<file path="src/rtl/bitwise_fn_pkg.sv">
package bitwise_fn_pkg;

  localparam int CODE_W = 4;

  typedef logic [CODE_W-1:0] fn_code_t;

  localparam fn_code_t FN_ZERO  = 4'd0;
  localparam fn_code_t FN_NOT_A = 4'd3;
  localparam fn_code_t FN_NOT_B = 4'd5;
  localparam fn_code_t FN_XOR   = 4'd6;
  localparam fn_code_t FN_AND   = 4'd8;
  localparam fn_code_t FN_PASSB = 4'd10;
  localparam fn_code_t FN_PASSA = 4'd12;
  localparam fn_code_t FN_OR    = 4'd14;
  localparam fn_code_t FN_ONE   = 4'd15;

endpackage

</file>
<file path="src/rtl/bitwise_fn_slice.sv">
module bitwise_fn_slice
  import bitwise_fn_pkg::*;
(
  input  logic     a_bit,
  input  logic     b_bit,
  input  fn_code_t code,
  output logic     f_bit
);

  // First level picks by b: low pair (a=0) and high pair (a=1).
  logic lo_sel;
  logic hi_sel;

  always_comb begin
    lo_sel = b_bit ? code[1] : code[0];
    hi_sel = b_bit ? code[3] : code[2];
    f_bit  = a_bit ? hi_sel : lo_sel;
  end

endmodule

</file>
<file path="src/rtl/bitwise_fn_array.sv">
module bitwise_fn_array
  import bitwise_fn_pkg::*;
#(
  parameter int WIDTH = 8
) (
  input  logic [WIDTH-1:0] a,
  input  logic [WIDTH-1:0] b,
  input  fn_code_t         code,
  output logic [WIDTH-1:0] f
);

  for (genvar i = 0; i < WIDTH; i++) begin : g_slice
    bitwise_fn_slice u_slice (
      .a_bit (a[i]),
      .b_bit (b[i]),
      .code  (code),
      .f_bit (f[i])
    );
  end

endmodule

</file>
<file path="src/rtl/bitwise_fn_unit.sv">
module bitwise_fn_unit
  import bitwise_fn_pkg::*;
#(
  parameter int WIDTH = 8
) (
  input  logic             clk,
  input  logic             rst,
  input  logic [WIDTH-1:0] a,
  input  logic [WIDTH-1:0] b,
  input  logic [3:0]       code,
  output logic [WIDTH-1:0] f_q
);

  logic [WIDTH-1:0] f_comb;

  bitwise_fn_array #(.WIDTH(WIDTH)) u_array (
    .a    (a),
    .b    (b),
    .code (code),
    .f    (f_comb)
  );

  always_ff @(posedge clk) begin
    if (rst) f_q <= '0;
    else     f_q <= f_comb;
  end

  p_zero_r4: assert property (@(posedge clk) disable iff (rst)
    (code == FN_ZERO) |=> (f_q == '0));

  p_one_r5: assert property (@(posedge clk) disable iff (rst)
    (code == FN_ONE) |=> (f_q == '1));

  p_and_r6: assert property (@(posedge clk) disable iff (rst)
    (code == FN_AND) |=> (f_q == ($past(a) & $past(b))));

  p_or_r7: assert property (@(posedge clk) disable iff (rst)
    (code == FN_OR) |=> (f_q == ($past(a) | $past(b))));

  p_xor_r8: assert property (@(posedge clk) disable iff (rst)
    (code == FN_XOR) |=> (f_q == ($past(a) ^ $past(b))));

  p_pass_r9: assert property (@(posedge clk) disable iff (rst)
    (code == FN_PASSA) |=> (f_q == $past(a)));

  p_inv_r10: assert property (@(posedge clk) disable iff (rst)
    (code == FN_NOT_B) |=> (f_q == ~$past(b)));

endmodule

</file>
<file path="config.mk">
export PLATFORM = sky130hd
export DESIGN_NAME = bitwise_fn_unit
export DESIGN_NICKNAME = d
export VERILOG_FILES = /design/src/rtl/bitwise_fn_pkg.sv /design/src/rtl/bitwise_fn_slice.sv /design/src/rtl/bitwise_fn_array.sv /design/src/rtl/bitwise_fn_unit.sv
export SDC_FILE = /design/constraint.sdc
export NUM_CORES = 1
export LEC_CHECK = 0
export ABC_AREA = 1
export BUFFER_PORTS_ARGS = -buffer_cell sky130_fd_sc_hd__buf_2
export CORE_MARGIN = 3
export CORE_UTILIZATION = 36
export CTS_CLUSTER_SIZE = 25
export DETAILED_ROUTE_END_ITERATION = 7
export PLACE_DENSITY = 0.72
export SETUP_SLACK_MARGIN = 0.02
export SYNTH_ARGS = -nofsm -noshare
export SYNTH_HDL_FRONTEND = slang
export SYNTH_SLANG_ARGS = --single-unit
</file>
<file path="constraint.sdc">
create_clock -name clk -period 0.8 [get_ports clk]
set_input_delay 0.12 -clock clk [delete_from_list [all_inputs] [get_ports clk]]
set_output_delay 0.12 -clock clk [all_outputs]
set_load 0.005 [all_outputs]
</file>
# After elaboration in Yosys (flattened, before gate mapping)
# Cells that the tools add are included.
[word_totals]
register_bits = 8
inputBits = 22
out_inout_bits = 8
[classes]
muxes = 24
[op_table]
columns = ["op", "n"]
rows = [
  ["$mux W1", 24],
]

# Logic depth before layout (Yosys ltp)
[logic_depth]
depth_word = 2
mapped_depth = 4

# Hierarchy
# A second synthesis with hierarchy kept.
[hier_totals]
hier_cells = 129
hier_area_um2 = 641.9
[by_module_without_submodules]
columns = ["module", "n_inst", "cells_per_inst", "area_per_inst_um2", "seq_area_each_um2"]
rows = [
  ["bitwise_fn_slice", 8, 13, 51.3, 0.0],
  ["bitwise_fn_unit", 1, 25, 231.5, 160.2],
]

# Worst setup path after synthesis
# No wires, ideal clock.
[synth_path]
path_type = "in2reg"
startpoint = "in code[3]"
endpoint = "reg f_q[0]"
t_arrival_ns = 0.433
path_slack_ns = 0.238
path_stages = 4
n_path_buf = 0
path_cell_list = "inv_1 nand2_1 nand3_1 a21oi_1"
[synth_via]
elab_chain_cells = 2
[synth_lines]
columns = ["element", "line", "rtl"]
rows = [
  ["start: declaration", "bitwise_fn_unit.sv:10", "input logic [3:0] code,"],
  ["$mux W1", "bitwise_fn_slice.sv:16", "hi_sel = b_bit ? code[3] : code[2];"],
  ["$mux W1", "bitwise_fn_slice.sv:17", "f_bit = a_bit ? hi_sel : lo_sel;"],
  ["end signal: assignment", "bitwise_fn_unit.sv:25", "else f_q <= f_comb;"],
  ["end: declaration", "bitwise_fn_unit.sv:11", "output logic [WIDTH-1:0] f_q"],
]
# Every way passes these cells.
# A chain may end at the register's enable or synchronous reset.

# Worst setup path after layout
[layout_path]
startpoint = "reg f_q[3]"
endpoint = "out f_q[3]"
# No word-level cell between the ends.

==> summary.md <==
| Metric | Value |
|---|---|
| Status | `finished, final reports clean` |
| # setup viols final | `0` |
| Crit-path slowest cell | `dfxtp_2` |
| Worst-margin pin slew | `0.226 ns` |
| Register area | `163 um2` |
| Yosys warnings | `0` |
| Avg Cell Area, Syn | `5.64 um2` |
| All-Layer GR Usage | `15.4%` |
| # DRC | `0` |
| Fmax achieved | `1250 MHz` |
| CTS Buffer Depth | `2` |
| Register bit total from synthesis | `8` |
| Die area | `1800 um2` |
| Mapped Area | `479 um2` |
| Hold Fails Final Rpt | `0` |
| Max-slew violations | `0` |
| Nets | `140` |
| Register area share after synthesis | `between 30% and 40%` |
| Met2 GRT Util | `about 24%` |
| WP buf/inv | `1` |
| ANT cells | `0` |
| Worst path arrival time | `0.68 ns` |
| Crit-path cells | `buf_2` |
| Crit path depth | `1` |
| First DRT Iteration DRCs | `7` |
| DR WL/cell | `10.1 um` |
| Number of H-tree levels | `1` |
| Post-Place Cell Area | `638 um2` |
| Root Driver | `clkbuf_4` |
| Distinct cells, synth | `7` |
| Unrepaired setup endpoints after global routing | `true` |
| GR Util met3 | `3.43%` |
| HP Start | `a[3]` |
| Largest register by flop count | `f_q` |
| Multi-input gate area | `240 um2` |
| Max incr delay on CP | `0.31 ns` |
| M1 GR Usage | `18.8%` |
| ANT nets after route | `0` |
| Crit path from | `f_q[3]$_SDFF_PP0_` |
| Switching share of power | `27.7%` |
| LEAKAGE | `~0.00042 uW` |
| CTS clk-pin slew, worst paths | `~0.050 ns` |
| Pwr Total | `985 uW` |
| I/O pin count | `30` |
| Sink Count | `8` |
| Pre-CTS setup slack | `0.0518 ns` |
| Comb pwr share | `24.1%` |
| DIE HEIGHT | `42.5 um` |
| Layout cells sized above 1 | `31.0%` |
| DIE WIDTH | `42.5 um` |
| Initial antenna violation count | `0` |
| I/O Buffers | `29` |
| Fin area | `669 um2` |
| Num CTS Buffers | `3` |
| Largest net degree at the start of global routing | `9` |
| Critical path's top delay family | `flip-flops` |
| First-pass GRT wire length | `approximately 2100 um` |
| Final worst setup slack | `0.00237 ns` |
| DR vias/cell | `4.72` |
| P_int | `712 uW` |
| CTS tree | `yes` |
| Hold Crit Class | `primary input to flop` |
| Share of total power in the clock network | `31.5%` |
| Worst setup SP type | `flop` |
| Fill cell count | `122` |
| Post-CTS Setup Repair Bufs | `0` |
| Slew HR | `84.9%` |
| Core Area | `1170 um2` |
| Detail Placement HPWL | `a little under 1000 um` |
| Post-Synthesis Cells | `85` |
| Gr ovfl total | `0` |
| # Max-Cap Violations | `0` |
| Max reg flops | `8` |
| Tcrit/Tclk final | `99.7%` |
| Initial Utilization | `40.9%` |
| Commonest non-fill, non-tap cells in the layout | `nand2_1, buf_2, inv_1` |
| Synth-to-Final Area Change | `39.7%` |
| Crit-path max FO | `1` |
| Critical Path RT | `roughly 0.68 ns` |
| Hold Path Cell Cnt | `3` |
| Post-Syn Nets | `about 110` |
| TritonRoute pass-1 iters | `4` |
| GPL Wtd Cong | `0.694` |
| Power Dens Cells | `roughly 1500 nW/um2` |
| Switch Pwr | `between 200 and 300 uW` |
| Vias in the first global route | `509` |
| Critical path capture point type | `output pin` |
| GR peak layer | `met2` |
| Row cnt | `12` |
| Crit path time final | `0.798 ns` |
| Total negative slack | `0 ns` |
| Crit Path Class | `flop to output pin` |
| Largest regs | `f_q: 8 flops` |
| Reg power frac | `44.5%` |
| Max IR drop VDD | `0.710 mV` |
| Most common cell after layout, fill and taps aside | `nand2_1` |
| Vias | `613` |
| Drt total wl | `1310 um` |
layout make-up:
cell class,instances,area share (%)
well taps,14,2.62
repair buffers,29,22.6
multi-input cells,56,35.9
inverters,20,11.2
flip-flops and latches,8,24.3
clock buffers,3,3.36
power by group through the flow:
| stage | logic, uW | clock network [uW] | registers, uW |
|---|---|---|---|
| 6_report | 237 | 310 | 438 |
| 3_3_place_gp | 229 | 0 | 444 |
| 4_1_cts | 235 | 324 | 436 |
| 3_5_place_dp | 233 | 0 | 443 |
| 2_1_floorplan | 114 | 0 | 450 |
| 5_1_grt | 269 | 345 | 439 |
metrics by stage:
step           hold slack, ns  utilization, %  std cells
6_report                0.132            57.2        130
5_1_grt                 0.140            57.2        130
4_1_cts                 0.133            56.4        130
3_5_place_dp            0.403            54.5        127
3_3_place_gp            0.403            54.5        127
2_1_floorplan           0.280               -         85
synth_stat cells:
cell type	n	area (um2)
a21oi_1	8	40.0
buf_1	1	3.75
dfxtp_1	8	160
inv_1	18	67.6
inv_2	2	7.51
nand2_1	32	120
nand3_1	16	80.1
cell families after synthesis:
kind of cell | Yosys count | synth area share [%]
simple gates | 48 | 41.8
buf+inv | 21 | 16.4
flops | 8 | 33.4
compound gates | 8 | 8.36
metal layers:
layer	wire length, um	share of wire (%)
met2	624	47
met4	17	1.3
met5	0	0
met3	105	8.0
met1	566	43
worst paths after layout:
check,end
hold / removal,f_q[3]$_SDFF_PP0_
setup / recovery,f_q[3]
timing repair:
action | 4_1_cts | 5_1_grt
cloned | 0 | 0
endpoints found under the setup margin | 8 | 8
hold buffers | 0 | 0
gates resized for setup | 0 | 3
No activity file was read; power rests on OpenSTA's default activity.
